==> src/rtl/adc_frame_pkg.sv <==
package adc_frame_pkg;

  localparam int RES_W_DEF     = 12;
  localparam int FRAME_LEN_DEF = 16;
  localparam int SAMPLE_AT_DEF = 5;
  localparam int RST_MIN_DEF   = 4;
  localparam int RST_MAX_DEF   = 7;

  typedef enum logic [1:0] {
    MUX_HOLD  = 2'd0,
    MUX_RESET = 2'd1,
    MUX_STEP  = 2'd2
  } mux_act_e;

  // Decide the mux action from the edge count of a finished frame.
  function automatic mux_act_e mux_decide(input int edges, input logic done,
                                          input int rmin, input int rmax,
                                          input int flen);
    if (edges >= rmin && edges <= rmax) return MUX_RESET;
    if (done && edges >= flen)          return MUX_STEP;
    return MUX_HOLD;
  endfunction

endpackage

==> src/rtl/adc_edge_sync.sv <==
module adc_edge_sync #(
  parameter int   STAGES = 2,
  parameter logic INIT   = 1'b0
) (
  input  logic clk,
  input  logic rst,
  input  logic din,
  output logic rise_o,
  output logic fall_o
);

  logic [STAGES:0] pipe;

  always_ff @(posedge clk) begin
    if (rst) pipe <= {(STAGES+1){INIT}};
    else     pipe <= {pipe[STAGES-1:0], din};
  end

  assign rise_o = pipe[STAGES-1] & ~pipe[STAGES];
  assign fall_o = ~pipe[STAGES-1] & pipe[STAGES];

endmodule

==> src/rtl/adc_frame_seq.sv <==
module adc_frame_seq #(
  parameter int FRAME_LEN = 16,
  parameter int SAMPLE_AT = 5,
  parameter int CNT_W     = 5
) (
  input  logic             clk,
  input  logic             rst,
  input  logic             sel_fall_i,
  input  logic             sel_rise_i,
  input  logic             sclk_rise_i,
  input  logic             sclk_fall_i,
  input  logic             conv_done_i,
  output logic             active_o,
  output logic [CNT_W-1:0] cnt_o,
  output logic             sample_o,
  output logic             conv_start_o,
  output logic             converting_o,
  output logic             conv_abort_o,
  output logic             capture_o,
  output logic             abort_now_o,
  output logic             frame_end_o,
  output logic             frame_done_o,
  output logic             shift_o,
  output logic             oe_off_o,
  output logic             pwr_down_o
);

  localparam logic [CNT_W-1:0] CNT_MAX  = {CNT_W{1'b1}};
  localparam logic [CNT_W-1:0] LAST_CLK = CNT_W'(FRAME_LEN);
  localparam logic [CNT_W-1:0] OPEN_CNT = CNT_W'(SAMPLE_AT - 1);

  logic done_seen;
  logic clk_ok;

  assign clk_ok       = active_o & ~sel_rise_i & ~sel_fall_i;
  assign capture_o    = conv_done_i & converting_o;
  assign abort_now_o  = sel_rise_i & active_o & converting_o & ~conv_done_i;
  assign frame_end_o  = sel_rise_i & active_o;
  assign frame_done_o = done_seen | capture_o;
  assign shift_o      = clk_ok & sclk_rise_i & (cnt_o != '0) & (cnt_o < LAST_CLK);
  assign oe_off_o     = clk_ok & sclk_rise_i & (cnt_o == LAST_CLK);

  always_ff @(posedge clk) begin
    if (rst) begin
      active_o     <= 1'b0;
      cnt_o        <= '0;
      sample_o     <= 1'b0;
      conv_start_o <= 1'b0;
      converting_o <= 1'b0;
      conv_abort_o <= 1'b0;
      done_seen    <= 1'b0;
      pwr_down_o   <= 1'b1;
    end else begin
      conv_start_o <= 1'b0;
      conv_abort_o <= 1'b0;
      if (sel_fall_i) begin
        active_o   <= 1'b1;
        cnt_o      <= '0;
        sample_o   <= 1'b0;
        done_seen  <= 1'b0;
        pwr_down_o <= 1'b0;
      end else if (frame_end_o) begin
        active_o <= 1'b0;
        sample_o <= 1'b0;
        if (abort_now_o) begin
          converting_o <= 1'b0;
          conv_abort_o <= 1'b1;
        end
      end else if (active_o) begin
        if (sclk_rise_i && cnt_o != CNT_MAX) cnt_o <= cnt_o + 1'b1;
        if (sclk_rise_i && cnt_o == OPEN_CNT) sample_o <= 1'b1;
        if (sclk_fall_i && cnt_o == LAST_CLK) begin
          sample_o     <= 1'b0;
          conv_start_o <= 1'b1;
          converting_o <= 1'b1;
        end
      end
      if (capture_o) begin
        converting_o <= 1'b0;
        done_seen    <= 1'b1;
        pwr_down_o   <= 1'b1;
      end
    end
  end

  AST_START_ONE_SHOT: assert property (@(posedge clk) disable iff (rst)
    conv_start_o |=> !conv_start_o);
  AST_SAMPLE_NOT_CONV: assert property (@(posedge clk) disable iff (rst)
    !(sample_o && converting_o));
  AST_LOWPWR_IDLE: assert property (@(posedge clk) disable iff (rst)
    pwr_down_o |-> !converting_o);

endmodule

==> src/rtl/adc_result_shifter.sv <==
module adc_result_shifter #(
  parameter int RES_W     = 12,
  parameter int FRAME_LEN = 16
) (
  input  logic             clk,
  input  logic             rst,
  input  logic             load_i,
  input  logic             shift_i,
  input  logic             oe_off_i,
  input  logic             drop_i,
  input  logic             capture_i,
  input  logic             clear_i,
  input  logic [RES_W-1:0] result_i,
  output logic             sdo_o,
  output logic             sdo_oe_o
);

  localparam int PAD_W = FRAME_LEN - RES_W;

  logic [RES_W-1:0]     held;
  logic [FRAME_LEN-1:0] sreg;

  always_ff @(posedge clk) begin
    if (rst) begin
      held     <= '0;
      sreg     <= '0;
      sdo_oe_o <= 1'b0;
    end else begin
      if (capture_i)    held <= result_i;
      else if (clear_i) held <= '0;
      if (load_i) begin
        sreg     <= {held, {PAD_W{1'b0}}};
        sdo_oe_o <= 1'b1;
      end else begin
        if (shift_i) sreg <= {sreg[FRAME_LEN-2:0], 1'b0};
        if (oe_off_i || drop_i) sdo_oe_o <= 1'b0;
      end
    end
  end

  assign sdo_o = sreg[FRAME_LEN-1];

endmodule

==> src/rtl/adc_chan_select.sv <==
module adc_chan_select #(
  parameter int FRAME_LEN = 16,
  parameter int RST_MIN   = 4,
  parameter int RST_MAX   = 7,
  parameter int CNT_W     = 5
) (
  input  logic             clk,
  input  logic             rst,
  input  logic             frame_end_i,
  input  logic             frame_done_i,
  input  logic [CNT_W-1:0] cnt_i,
  output logic             mux_sel_o
);
  import adc_frame_pkg::*;

  mux_act_e act;

  always_comb act = mux_decide(int'(cnt_i), frame_done_i, RST_MIN, RST_MAX, FRAME_LEN);

  always_ff @(posedge clk) begin
    if (rst) begin
      mux_sel_o <= 1'b0;
    end else if (frame_end_i) begin
      case (act)
        MUX_RESET: mux_sel_o <= 1'b0;
        MUX_STEP:  mux_sel_o <= ~mux_sel_o;
        default:   mux_sel_o <= mux_sel_o;
      endcase
    end
  end

  AST_SHORT_FRAME_RESET: assert property (@(posedge clk) disable iff (rst)
    (frame_end_i && cnt_i >= CNT_W'(RST_MIN) && cnt_i <= CNT_W'(RST_MAX)) |=> !mux_sel_o);
  AST_IDLE_MUX_STABLE: assert property (@(posedge clk) disable iff (rst)
    !frame_end_i |=> $stable(mux_sel_o));

endmodule

==> src/rtl/adc_frame_ctrl.sv <==
module adc_frame_ctrl #(
  parameter int RES_W       = adc_frame_pkg::RES_W_DEF,
  parameter int FRAME_LEN   = adc_frame_pkg::FRAME_LEN_DEF,
  parameter int SAMPLE_AT   = adc_frame_pkg::SAMPLE_AT_DEF,
  parameter int RST_MIN     = adc_frame_pkg::RST_MIN_DEF,
  parameter int RST_MAX     = adc_frame_pkg::RST_MAX_DEF,
  parameter int SYNC_STAGES = 2
) (
  input  logic             clk,
  input  logic             rst,
  input  logic             sclk_in,
  input  logic             sel_n_in,
  input  logic             conv_done_i,
  input  logic [RES_W-1:0] result_i,
  output logic             conv_start_o,
  output logic             conv_abort_o,
  output logic             sample_o,
  output logic             sdo_o,
  output logic             sdo_oe_o,
  output logic             mux_sel_o,
  output logic             pwr_down_o
);

  localparam int CNT_W = $clog2(FRAME_LEN + 2) + 1;

  logic sclk_rise, sclk_fall, sel_rise, sel_fall;
  logic active, converting, capture, abort_now, frame_end, frame_done, shift, oe_off;
  logic [CNT_W-1:0] cnt;

  localparam int N_SYNC = 2;
  logic [N_SYNC-1:0] sync_in, sync_rise, sync_fall;
  assign sync_in = {sel_n_in, sclk_in};

  for (genvar g = 0; g < N_SYNC; g++) begin : g_sync
    adc_edge_sync #(.STAGES(SYNC_STAGES), .INIT(g == 1)) u_sync (
      .clk(clk), .rst(rst), .din(sync_in[g]),
      .rise_o(sync_rise[g]), .fall_o(sync_fall[g]));
  end

  assign sclk_rise = sync_rise[0];
  assign sclk_fall = sync_fall[0];
  assign sel_rise  = sync_rise[1];
  assign sel_fall  = sync_fall[1];

  adc_frame_seq #(.FRAME_LEN(FRAME_LEN), .SAMPLE_AT(SAMPLE_AT), .CNT_W(CNT_W)) u_seq (
    .clk(clk), .rst(rst), .sel_fall_i(sel_fall), .sel_rise_i(sel_rise),
    .sclk_rise_i(sclk_rise), .sclk_fall_i(sclk_fall), .conv_done_i(conv_done_i),
    .active_o(active), .cnt_o(cnt), .sample_o(sample_o), .conv_start_o(conv_start_o),
    .converting_o(converting), .conv_abort_o(conv_abort_o), .capture_o(capture),
    .abort_now_o(abort_now), .frame_end_o(frame_end), .frame_done_o(frame_done),
    .shift_o(shift), .oe_off_o(oe_off), .pwr_down_o(pwr_down_o));

  adc_result_shifter #(.RES_W(RES_W), .FRAME_LEN(FRAME_LEN)) u_shift (
    .clk(clk), .rst(rst), .load_i(sel_fall), .shift_i(shift), .oe_off_i(oe_off),
    .drop_i(sel_rise), .capture_i(capture), .clear_i(abort_now), .result_i(result_i),
    .sdo_o(sdo_o), .sdo_oe_o(sdo_oe_o));

  adc_chan_select #(.FRAME_LEN(FRAME_LEN), .RST_MIN(RST_MIN), .RST_MAX(RST_MAX),
                    .CNT_W(CNT_W)) u_mux (
    .clk(clk), .rst(rst), .frame_end_i(frame_end), .frame_done_i(frame_done),
    .cnt_i(cnt), .mux_sel_o(mux_sel_o));

  AST_OE_IDLE_LOW: assert property (@(posedge clk) disable iff (rst)
    !active |-> !sdo_oe_o);
  AST_OE_AFTER_LAST: assert property (@(posedge clk) disable iff (rst)
    (active && cnt > CNT_W'(FRAME_LEN)) |-> !sdo_oe_o);
  AST_MUX_HOLD_CONV: assert property (@(posedge clk) disable iff (rst)
    converting |=> $stable(mux_sel_o));

endmodule

==> config.mk <==
export PLATFORM = sky130hd
export DESIGN_NAME = adc_frame_ctrl
export DESIGN_NICKNAME = d
export VERILOG_FILES = /design/src/rtl/adc_frame_pkg.sv /design/src/rtl/adc_edge_sync.sv /design/src/rtl/adc_frame_seq.sv /design/src/rtl/adc_result_shifter.sv /design/src/rtl/adc_chan_select.sv /design/src/rtl/adc_frame_ctrl.sv
export SDC_FILE = /design/constraint.sdc
export NUM_CORES = 1
export LEC_CHECK = 0
export ABC_AREA = 0
export ABC_CLOCK_PERIOD_IN_PS = 1900
export BUFFER_PORTS_ARGS = -buffer_cell sky130_fd_sc_hd__buf_4
export CAP_MARGIN = 20
export CORE_MARGIN = 2
export CORE_UTILIZATION = 50
export CTS_BUF_LIST = sky130_fd_sc_hd__clkbuf_16
export CTS_CLUSTER_SIZE = 20
export DETAILED_ROUTE_END_ITERATION = 6
export HOLD_SLACK_MARGIN = 0.03
export PLACE_DENSITY = 0.82
export SKIP_LAST_GASP = 1
export SYNTH_ARGS = -nofsm -noshare
export SYNTH_HDL_FRONTEND = slang
export SYNTH_SLANG_ARGS = --single-unit
export TNS_END_PERCENT = 5
==> constraint.sdc <==
create_clock -name clk -period 1.9 [get_ports clk]
set_clock_uncertainty 0.2 [all_clocks]
set_input_delay 0.19 -clock clk [delete_from_list [all_inputs] [get_ports clk]]
set_output_delay 0.19 -clock clk [all_outputs]
set_load 0.01 [all_outputs]
==> results.md <==
- Max VDD drop: 534.7 uV
- Number of synthesized flops with an enable pin: 0
- GRT overflow: 0
- Final Cycle Share: 0.9891
- Final Core Density: 0.7032
- Diode count: 0
- Crit-path cells: inv_2, ha_4, or3b_4, and4_4, mux2_4, nor3_4
- Clock sinks: 45
- Vias in the first global route: 1,532
- Final wirelength: 4160 um
- Maximum clock frequency: 0.5321 GHz
- Static Leakage: 0.001007 uW
- Syn avg cell area: 9.550 um^2
- TritonRoute pass-1 iters: 4
- CTS Root Buffer Type: clkbuf_16
- CP endpoint kind: flip-flop
- CTS clk-pin slew, worst paths: 0.06 ns
- Worst Path Arrival: 1.89 ns
- CTS buffer count: 5
- Num rows: 22
- Vias: 1,636
- YS warnings: 0
- Total GRT Usage: 0.2072
- Fin. Hold Viols: 0
- Critical Path Max Stage Delay: 0.43 ns
- Status: finished clean
- Skew-Pair Late Insertion Delay: 0.29 ns
- Largest net degree at the start of global routing: 32
- First-pass GRT wire length: 6755 um
- Max Cap Violations: 0
- Crit path from: u_seq.cnt_o[0]$_SDFFE_PP0P_
- Port bufs: 23
- Footprint of the multi-input gates: 962.2 um^2
- CTS tree: built
- Post-synth cell types: 47
- CP required: 1.91 ns
- Int Pwr: 1656 uW
- Area contributors post-synth: dfxtp_1, a22o_1, nor2_1, nand2_1, nor2b_1
- Remaining DRCs: 0
- Clock share of power: 0.466
- Placeable Area: 0.003633 mm^2
- DP Cell Count: 269
- Wirelength per Cell: 14.10 um
- Hold WS: 0.08729 ns
- Post-synth top area share: 0.4813
- Synthesized area: 0.001872 mm^2
- CP delay by family, top: simple AND/OR/NAND/NOR gates
- Clk buf depth: 2
- Hold_sp: rst
- Worst-Margin Slew: 0.5466 ns
- Sw frac: 0.2035
- Non-Filler Instances: 295
- Rel. slew slack: 0.6352
- Nets: 266
- Tmin final: 1.879 ns
- Worst hold path type: in -> reg
- Seq pwr share: 0.466
- Synthesis-to-layout area growth: 36.50%
- Share of layout cells above drive strength 1: 0.2753
- Drt first-iter violations: 91
- I/O pin cnt: 24
- Antenna Nets Post-Route: 0
- WP buf/inv: 1
- Critical Path Slowest Stage Cell: or3b_4
- Synth Flop Type: dfxtp_1
- Slew Limit Fails: 0
- Cell count after synthesis: 196
- FFs w/ async S/R, synth: 0
- NetSw: 423.0 uW
- DIE HEIGHT: 65.19 um
- Max FO, Critical Path: 6
- Post-synth top area cell: dfxtp_1
- Vias per cell: 5.546
- Total area of sequential cells: 903.4 um^2
- R2r startpoint: u_seq.cnt_o[0]$_SDFFE_PP0P_
- P per Cell Area: 813.6 mW/mm^2
- RSZ-0062 raised after global routing: yes
- TNS Setup: 0 ns
- Setup violators final: 0
- Antenna violations before repair: 0
- Sequential-to-total area share from yosys stat: 0.4813
- # H-tree levels: 2
- Initial Util: 0.5152
- DIE AREA: 0.004249 mm^2
- Worst Path Class, Setup: reg -> reg
- Horiz. Die Dim: 65.19 um
- Syn nets: 216
- Final HPWL DP: 2629 um
- Fillers: 283
- Combinational Power Share: 0.068
- Placer Congestion: 0.8307
- Critical Path Source Type: flip-flop
- Seq cells post-synth: 45
[logic make-up (layout without fill, tap and decap cells)]
logic type / Yosys count / count (layout) / synth area share
adders and majority gates: 3 / 3 / 0.02006
buffers and inverters: 14 / 64 / 0.03810
xor gates and xnor gates: 2 / 2 / 0.009360
and+or+nand+nor: 84 / 85 / 0.2473
muxes: 4 / 4 / 0.02473
DFF: 45 / 45 / 0.4813
AOI/OAI and AO/OA: 44 / 44 / 0.1792
[cells in the mapped netlist, types with 4 or more instances]
library cell  count
nand2b_1          5
or4_1             4
clkbuf_1          6
a22o_1           11
a21oi_1           8
dfxtp_1          45
and3_1            5
nand2_1          12
nor3_1            7
nor2_1           22
or2_2             4
nand3_1           5
nor2b_1           7
[final cells by class]
cell class	instances	share of cell area
timing repair buffer	53	0.1763
multi-input combinational	138	0.3766
inverter	3	0.004407
clock inverter	3	0.01665
tap	48	0.02351
sequential	45	0.3536
clock buffer	5	0.04897
[what timing repair did]
action                     in CTS  in global routing
pin swaps                       0                  1
hold buffers                   16                  0
cloned                          0                  1
setup endpoints to repair      14                 25
hold endpoints to repair       15                  0
resized for setup               2                 12
setup buffers                   0                  1
[path summary, 6_finish.rpt]
path              slack [ns]  depth (start not counted)                             endpoint
setup reg to reg        0.02                          6         u_shift.sreg[9]$_SDFFE_PP0P_
hold / removal          0.09                          2          u_seq.active_o$_SDFFE_PP0P_
hold reg to reg         0.22                          1  g_sync[1].u_sync.pipe[1]$_SDFF_PP1_
setup / recovery        0.02                          6         u_shift.sreg[9]$_SDFFE_PP0P_
[through the flow]
step | worst slack (ns) | instance area (um^2) | total power, uW
global placement | 0.02039 | 2163 | 1097
CTS | -0.03706 | 2501 | 2090
detailed placement | -0.02508 | 2163 | 1099
global route | -0.04064 | 2555 | 2141
floorplan | 0.005863 | 1881 | 1045
finish | 0.02075 | 2555 | 2079
[cells in the final DEF (no fill, tap or decap), types with 3 or more instances in the layout]
master and n:
nand2b_1 5, a311oi_1 3, or2_2 4, clkbuf_16 5, nand3_1 5, dlygate4sd3_1 16
nand2_1 12, o21bai_1 3, a211oi_1 3, nor2b_1 6, dfxtp_1 43, a21oi_1 8
and3_1 5, buf_4 36, nor3_1 6, nor2_1 21, nor4_1 3, a22o_1 11
[routing by layer]
layer	GRT usage	up-vias	wire [um]
li1	-	816	-
met1	0.2617	770	1915
met2	0.3189	42	1953
met3	0.06678	8	211
met4	0.1016	0	80
met5	0	-	0
[worst reg2reg max path, stage by stage (launching register included)]
cell and delay [ns]:
dfxtp_2 0.32, inv_2 0.07, ha_4 0.14, or3b_4 0.43
and4_4 0.20, mux2_4 0.32, nor3_4 0.13
[sequential cells by signal, indices dropped and copies added (netlist names)]
| signal | flops |
|---|---|
| u_shift.held | 12 |
| u_shift.sreg | 12 |
| g_sync.u_sync.pipe | 6 |
| u_seq.cnt_o | 6 |
| u_mux.mux_sel_o | 1 |
| u_seq.active_o | 1 |
| u_seq.conv_abort_o | 1 |
| u_seq.conv_start_o | 1 |
| u_seq.converting_o | 1 |
| u_seq.done_seen | 1 |
| u_seq.pwr_down_o | 1 |
| u_seq.sample_o | 1 |
| u_shift.sdo_oe_o | 1 |
[power groups by stage]
| stage | clock network, uW | logic (uW) | registers [uW] |
|---|---|---|---|
| global placement | 0 | 108 | 989 |
| global route | 1020 | 153 | 970 |
| detailed placement | 0 | 109 | 990 |
| finish | 968 | 141 | 969 |
| floorplan | 0 | 55.8 | 989 |
| CTS | 985 | 136 | 969 |
(Power assumes the default switching activity.)
